===== src/rtl/pwr_loop_pkg.sv =====
package pwr_loop_pkg;
  typedef enum logic [1:0] {
    DIR_HOLD = 2'd0,
    DIR_UP   = 2'd1,
    DIR_DOWN = 2'd2
  } dir_e;
endpackage


===== src/rtl/pwr_sample_hold.sv =====
module pwr_sample_hold #(
  parameter int W = 10
) (
  input  logic         clk_i,
  input  logic         rst_ni,
  input  logic         vld_i,
  input  logic [W-1:0] data_i,
  input  logic         tick_i,
  output logic         fresh_o,
  output logic [W-1:0] data_o
);
  logic         pend_q;
  logic [W-1:0] held_q;

  always_ff @(posedge clk_i or negedge rst_ni) begin
    if (!rst_ni) begin
      pend_q <= 1'b0;
      held_q <= '0;
    end else begin
      if (tick_i)     pend_q <= 1'b0;
      else if (vld_i) pend_q <= 1'b1;
      if (vld_i)      held_q <= data_i;
    end
  end

  // same-cycle strobe wins over the held value
  assign fresh_o = vld_i | pend_q;
  assign data_o  = vld_i ? data_i : held_q;
endmodule


===== src/rtl/pwr_err_classify.sv =====
module pwr_err_classify
  import pwr_loop_pkg::*;
#(
  parameter int W  = 10,
  parameter int DB = 1
) (
  input  logic [W-1:0] sample_i,
  input  logic [W-1:0] target_i,
  output dir_e         dir_o
);
  localparam int DW = W + 2;

  generate
    if (DB == 0) begin : g_exact
      always_comb begin
        if (sample_i < target_i)      dir_o = DIR_UP;
        else if (sample_i > target_i) dir_o = DIR_DOWN;
        else                          dir_o = DIR_HOLD;
      end
    end else begin : g_band
      logic signed [DW-1:0] diff;
      localparam logic signed [DW-1:0] DB_P = DW'(DB);
      localparam logic signed [DW-1:0] DB_N = -DW'(DB);
      assign diff = $signed({2'b00, sample_i}) - $signed({2'b00, target_i});
      always_comb begin
        if (diff < DB_N)      dir_o = DIR_UP;
        else if (diff > DB_P) dir_o = DIR_DOWN;
        else                  dir_o = DIR_HOLD;
      end
    end
  endgenerate
endmodule


===== src/rtl/pwr_sat_stepper.sv =====
module pwr_sat_stepper
  import pwr_loop_pkg::*;
#(
  parameter int CODE_W = 8,
  parameter int STEP_W = 4
) (
  input  logic              clk_i,
  input  logic              rst_ni,
  input  logic              en_i,
  input  dir_e              dir_i,
  input  logic [STEP_W-1:0] step_i,
  output logic [CODE_W-1:0] code_o
);
  localparam logic [CODE_W-1:0] CODE_MAX = {CODE_W{1'b1}};

  logic [CODE_W-1:0] code_q, code_d, up_nxt, dn_nxt;
  logic [CODE_W:0]   step_x, up_sum;

  assign step_x = {{(CODE_W + 1 - STEP_W){1'b0}}, step_i};
  assign up_sum = {1'b0, code_q} + step_x;
  assign up_nxt = up_sum[CODE_W] ? CODE_MAX : up_sum[CODE_W-1:0];
  assign dn_nxt = (step_x > {1'b0, code_q}) ? '0 : code_q - step_x[CODE_W-1:0];

  always_comb begin
    code_d = code_q;
    if (en_i) begin
      unique case (dir_i)
        DIR_UP:   code_d = up_nxt;
        DIR_DOWN: code_d = dn_nxt;
        default:  code_d = code_q;
      endcase
    end
  end

  always_ff @(posedge clk_i or negedge rst_ni) begin
    if (!rst_ni) code_q <= '0;
    else         code_q <= code_d;
  end

  assign code_o = code_q;
endmodule


===== src/rtl/pwr_loop_ctrl.sv =====
module pwr_loop_ctrl
  import pwr_loop_pkg::*;
#(
  parameter int SAMPLE_W = 10,
  parameter int STEP_W   = 4,
  parameter int CODE_W   = 8,
  parameter int DB       = 1
) (
  input  logic                clk_i,
  input  logic                rst_ni,
  input  logic                tick_i,
  input  logic                sample_vld_i,
  input  logic [SAMPLE_W-1:0] sample_i,
  input  logic [SAMPLE_W-1:0] target_i,
  input  logic [STEP_W-1:0]   step_i,
  output logic [CODE_W-1:0]   code_o,
  output logic                locked_o
);
  logic                fresh;
  logic [SAMPLE_W-1:0] cur_sample;
  dir_e                dir;
  logic                upd_en;
  logic                locked_q;

  pwr_sample_hold #(.W(SAMPLE_W)) u_hold (
    .clk_i   (clk_i),
    .rst_ni  (rst_ni),
    .vld_i   (sample_vld_i),
    .data_i  (sample_i),
    .tick_i  (tick_i),
    .fresh_o (fresh),
    .data_o  (cur_sample)
  );

  pwr_err_classify #(.W(SAMPLE_W), .DB(DB)) u_cls (
    .sample_i (cur_sample),
    .target_i (target_i),
    .dir_o    (dir)
  );

  assign upd_en = tick_i & fresh;

  pwr_sat_stepper #(.CODE_W(CODE_W), .STEP_W(STEP_W)) u_step (
    .clk_i  (clk_i),
    .rst_ni (rst_ni),
    .en_i   (upd_en),
    .dir_i  (dir),
    .step_i (step_i),
    .code_o (code_o)
  );

  always_ff @(posedge clk_i or negedge rst_ni) begin
    if (!rst_ni)     locked_q <= 1'b0;
    else if (upd_en) locked_q <= (dir == DIR_HOLD);
  end

  assign locked_o = locked_q;
endmodule


===== config.mk =====
export PLATFORM = sky130hd
export DESIGN_NAME = pwr_loop_ctrl
export DESIGN_NICKNAME = d
export VERILOG_FILES = /design/src/rtl/pwr_loop_pkg.sv /design/src/rtl/pwr_sample_hold.sv /design/src/rtl/pwr_err_classify.sv /design/src/rtl/pwr_sat_stepper.sv /design/src/rtl/pwr_loop_ctrl.sv
export SDC_FILE = /design/constraint.sdc
export NUM_CORES = 1
export LEC_CHECK = 0
export BUFFER_PORTS_ARGS = -buffer_cell sky130_fd_sc_hd__buf_2
export CAP_MARGIN = 20
export CORE_MARGIN = 3
export CORE_UTILIZATION = 60
export DETAILED_ROUTE_END_ITERATION = 6
export HOLD_SLACK_MARGIN = 0.12
export PLACE_DENSITY = 0.95
export SLEW_MARGIN = 20
export SYNTH_ARGS = -nofsm -noshare
export SYNTH_HDL_FRONTEND = slang
export SYNTH_SLANG_ARGS = --single-unit

===== constraint.sdc =====
create_clock -name clk_i -period 5.2 [get_ports clk_i]
set_input_delay 0.78 -clock clk_i [delete_from_list [all_inputs] [get_ports clk_i]]
set_output_delay 0.78 -clock clk_i [all_outputs]
set_load 0.01 [all_outputs]

Word level (Yosys, flattened, before mapping)
Cells that the tools add are included.

Reductions and logical operators: 4. Divide/modulo/power cells: 0. Add/sub/neg operators: 3. $lt $le $gt $ge: 3. Mux-type cells: 8. Multiply operators: 0. Equal/unequal tests: 2. Shift-type cells: 0. Bitwise operators: 2.

Operator list (number): 8-bit two-way mux (2); 8-bit one-hot mux with 2 select lines (1); 12-bit by 2-bit > comparator with 1-bit output (second input constant) (1); 12-bit by 1-bit < comparator with 1-bit output (second input constant) (1); 10-bit by 10-bit subtractor with 11-bit output (1); 10-bit two-way mux (1); 8-bit by 4-bit adder with 9-bit output (1); 4-bit by 8-bit > comparator with 1-bit output (1); 8-bit by 4-bit subtractor with 8-bit output (1); 2-bit two-way mux (2); 2-bit nonzero test (2); 2-bit by 1-bit equality test with 1-bit output (second input constant) (1); 2-bit equality test (second input constant) (1); 2-bit zero test (1); 1-bit two-way mux (2); 2-bit AND reduction (1); 1-bit bitwise AND (1); 1-bit bitwise OR (1).

Memories: 0. Memory bits (writable): 0. Output and inout port bits: 9. Memory bits (read-only): 0. Input port bits: 28. Latch bits: 0. Bits in registers: 20. Word-level logic and storage cells: 26.

Logic depth before layout (Yosys ltp)
Depth in word-level cells: 8. Gate-level depth with buffers: 15.

By module
Synthesis repeated with hierarchy kept, for this count alone.

Cells, all modules: 218. Area total of the unflattened synthesis: 1954.4 sq um.

Modules (own cells, without submodules): pwr_sat_stepper (cells an instance 120, area an instance 950.9 sq um, instances 1, sequential area each 200.2 sq um); pwr_err_classify (cells an instance 70, area an instance 505.5 sq um, instances 1, sequential area each 0.0 sq um); pwr_sample_hold (cells an instance 24, area an instance 445.4 sq um, instances 1, sequential area each 275.3 sq um); pwr_loop_ctrl (cells an instance 4, area an instance 52.6 sq um, instances 1, sequential area each 25.0 sq um).

Worst setup path before layout
No wires, ideal clock.

Path type: in2reg. Start: input port sample_vld_i. End: register u_step.code_q[3] (netlist: u_step.code_o[3]). Path buffers: 2. Slack: 1166 ps. Library setup time: 76 ps. Arrival: 3958 ps. Cell stages on the path: 15. Required time: 5124 ps. Cell sequence: clkbuf_1 mux2i_1 ha_1 inv_1 fa_1 a21o_1 a21oi_1 xnor2_1 or4b_4 nor4_4 a21o_4 buf_6 nor2_2 or4_1 o21ai_1.

Word-level cells in the longest chain between the ends: 8.

RTL lines: from (decl) (RTL line pwr_loop_ctrl.sv:12) `input logic sample_vld_i,`; 10-bit two-way mux (RTL line pwr_sample_hold.sv:28) `assign data_o = vld_i ? data_i : held_q;`; 10-bit by 10-bit subtractor with 11-bit output (RTL line pwr_err_classify.sv:24) `assign diff = $signed({2'b00, sample_i}) - $signed({2'b00, target_i});`; 12-bit by 2-bit > comparator with 1-bit output (RTL line pwr_err_classify.sv:27) `else if (diff > DB_P) dir_o = DIR_DOWN;`; 2-bit two-way mux (RTL line pwr_err_classify.sv:27); 2-bit two-way mux (RTL line pwr_err_classify.sv:26) `if (diff < DB_N) dir_o = DIR_UP;`; 2-bit by 1-bit equality test with 1-bit output / 2-bit equality test (equally long branches) (RTL line pwr_sat_stepper.sv:27) `unique case (dir_i)`; 2-bit nonzero test (no line); 2-bit AND reduction (no line); to (signal assigned) (RTL line pwr_sat_stepper.sv:37) `else code_q <= code_d;`; to (decl) (RTL line pwr_sat_stepper.sv:16) `logic [CODE_W-1:0] code_q, code_d, up_nxt, dn_nxt;`.

Parallel ways exist; a longest one is shown, timed or not. A chain may end at the register's enable or synchronous reset.

Worst setup path after layout
Ends and elaborated chain as after synthesis.

==> flow_metrics.env <==
export IMPL_antenna_found_initial=0
export IMPL_p_leak_nw=1.01
export IMPL_wl_per_cell_um=14.1
export IMPL_root_buffer="clkbuf_4"
export IMPL_cts_buffers=3
export IMPL_vdd_drop_max_mv=0.305
export IMPL_gp_congestion=0.925
export IMPL_synth_flop_cell="dfrtp_1"
export IMPL_critPathBufInv=2
export IMPL_worstPathArrival_ns=4.19
export IMPL_seq_area_frac_synth_pct=26.8
export IMPL_num_nets_final=293
export IMPL_clock_path_buffers=2
export IMPL_clock_latency_ns=0.30
export IMPL_cts_tree="yes"
export IMPL_fin_crit_sh_pct=76.2
export IMPL_synthCells=208
export IMPL_placementRows=19
export IMPL_finClkSkew_ns=0.00240
export IMPL_synth_largest_area_cell="dfrtp_1"
export IMPL_critPathRequiredTime_ns=5.43
export IMPL_wl_met2_um=1790
export IMPL_coreArea_mm2=0.00285
export IMPL_status="finished clean"
export IMPL_final_area_mm2=0.00208
export IMPL_detailroute_wirelength_met3_um=208
export IMPL_die_y_um=61.8
export IMPL_vias_per_cell=5.90
export IMPL_cp_end_kind="flop"
export IMPL_top_layer_used="met4"
export IMPL_met1_length_um=1770
export IMPL_fin_util_pct=73.0
export IMPL_drtPass1Iterations=4
export IMPL_setup_violations=0
export IMPL_synth_edf_count=0
export IMPL_synth_area_mm2=0.00187
export IMPL_route_antenna_remaining_nets=0
export IMPL_fin_cells=273
export IMPL_grt_max_degree=21
export IMPL_cp_start_kind="input pin"
export IMPL_hpwl_um=3160
export IMPL_yosysTopAreaCellShare_pct=26.8
export IMPL_area_growth_pct=11.4
export IMPL_worstMarginPinSlew_ns=0.574
export IMPL_clock_sinks=20
export IMPL_placedCellCount=270
export IMPL_port_buffers=36
export IMPL_placed_cell_area_mm2=0.00206
export IMPL_drcViolationCount=0
export IMPL_antenna_cells=0
export IMPL_cts_max_level=1
export IMPL_path_max_fanout=11
export IMPL_cts_setup_buffers=0
export IMPL_setup_tns_ns=0
export IMPL_power_density_mw_per_mm2=379
export IMPL_synth_nets=257
export IMPL_synthDistinctLibCells=55
export IMPL_rsz0062_at_grt="false"
export IMPL_grt_pass1_wl_um=6210
export IMPL_slowest_stage="or4_1"
export IMPL_ctsResizeCount=0
export IMPL_cap_violations=0
export IMPL_maxSlewViolCount=0
export IMPL_critical_path_max_stage_delay_ns=0.56
export IMPL_min_period_ns=3.96
export IMPL_async_reset_ff_share_pct=100
export IMPL_netlist_top_cells_area="dfrtp_1 (27%), ha_1 (12%), mux2_2 (6.0%), inv_1 (4.4%), a21oi_1 (4.0%)"
export IMPL_die_area_mm2=0.00382
export IMPL_clkTransAtPathRegs_ns=0.11
export IMPL_drive_gt1_share_pct=24.8
export IMPL_crit_type="in2reg"
export IMPL_drt_iter0_markers=71
export IMPL_ys_ff_latch=20
export IMPL_wl_um=3840
export IMPL_max_slew_margin_pct=61.7
export IMPL_maxClockFrequency_mhz=252
export IMPL_fin_hold_ws_ns=0.404
export IMPL_gr_total_overflow=0
export IMPL_grt_usage_pct=21.7
export IMPL_grt_pass1_vias=1504
export IMPL_synth_warning_count=0
export IMPL_hold_violations=0
export IMPL_start_util_pct=65.5
export IMPL_vias=1611
export IMPL_hold_path_class="in2async"
export IMPL_pin_count=37
export IMPL_syn_area_per_cell_um2=8.99
export IMPL_critical_path_cell_chain="buf_2, mux2i_1, ha_1, inv_1, fa_1, a21o_1, a221oi_2, o21ai_1, xor2_2, nor4_4, a21oi_1, a21oi_1, or4_1, o21ai_1"
export IMPL_crit_family="compound AO/OA/AOI/OAI gates"
export IMPL_ctsHoldBuffers=0
export IMPL_die_x_um=61.8
## layer usage
layer / vias to the layer above / GRT usage, %
met5: - / 0
met4: 0 / 7.27
met3: 9 / 3.10
met2: 55 / 38.0
met1: 734 / 27.3
li1: 813 / -
## final timing paths
kind	depth (start not counted)	endpoint	from	slack, ns
max	14	u_step.code_o[3]$_DFFE_PN0P_	sample_vld_i	1.24
min	1	u_step.code_o[4]$_DFFE_PN0P_	rst_ni	0.40
max reg2reg	13	u_step.code_o[3]$_DFFE_PN0P_	u_hold.held_q[0]$_DFF_PN0_	1.69
min reg2reg	2	u_hold.pend_q$_DFFE_PN0P_	u_hold.pend_q$_DFFE_PN0P_	0.50
max in group asynchronous	1	u_hold.held_q[8]$_DFF_PN0_	rst_ni	4.49
min in group clk_i	2	u_hold.pend_q$_DFFE_PN0P_	u_hold.pend_q$_DFFE_PN0P_	0.50
## state kept, by name (all words and copies together), names as in the netlist
| name | count |
|---|---|
| u_hold.pend_q | 1 |
| locked_o | 1 |
| u_step.code_o | 8 |
| u_hold.held_q | 10 |
## synth_stat cells (all sizes together) (2+ instances only)
cell,number
mux2,11
nand3,9
a21o,5
nor3b,2
nor2,17
o21ai,10
o21a,3
and2,2
a22o,2
or4,3
dfrtp,20
a211oi,2
ha,18
buf,2
inv,22
a31oi,2
clkbuf,3
o22ai,2
xnor2,7
nand2b,2
and3,2
nand3b,2
a21oi,16
nor4,4
xor2,2
mux2i,3
o21bai,2
nor3,4
nand2,11
fa,3
## where the power goes
group | switching (mW) | internal, mW | leakage (nW) | total, mW
sequential | 0.0507 | 0.193 | 0.238 | 0.244
clock | 0.0471 | 0.0270 | 0.0138 | 0.0741
combinational | 0.259 | 0.213 | 0.761 | 0.471
## cell type report
class                           instances  area (µm²)
Multi-Input combinational cell        161        1260
Fill cell                             214         769
Sequential cell                        20         500
Timing Repair Buffer                   36         180
Inverter                               22        82.6
Tap cell                               31        38.8
Clock buffer                            3        22.5
## placed cells by master, fill, tap and decap left out, drive strengths merged, types with 2 or more instances in the layout
master / instances
nand3b: 2
nor3: 4
and3: 2
o22ai: 2
dfrtp: 20
a211oi: 2
inv: 22
o21bai: 2
nand3: 9
o21ai: 10
a31oi: 2
xnor2: 7
nor3b: 2
fa: 3
mux2i: 3
buf: 36
o21a: 3
mux2: 11
a22o: 2
ha: 18
nand2b: 2
nand2: 11
xor2: 2
or4: 3
and2: 2
clkbuf: 3
nor2: 17
a21oi: 16
nor4: 4
a21o: 5
## kinds of logic after synthesis
| kind of cell | after synthesis | share of synthesized area, % |
|---|---|---|
| DFF | 20 | 26.8 |
| muxes | 14 | 8.23 |
| adders and majority gates | 21 | 15.3 |
| xor gates and xnor gates | 9 | 4.62 |
| and+or+nand+nor | 65 | 20.3 |
| buffers and inverters | 27 | 5.89 |
| AOI/OAI and AO/OA | 52 | 18.9 |
## stage by stage
step                total power [mW]  worst slack (ns)
floorplan                      0.602              1.17
global placement               0.701              1.11
detailed placement             0.715             0.946
CTS                            0.790              1.26
global route                   0.865             0.977
finish                         0.790              1.24
No activity file was read; power rests on OpenSTA's default activity.
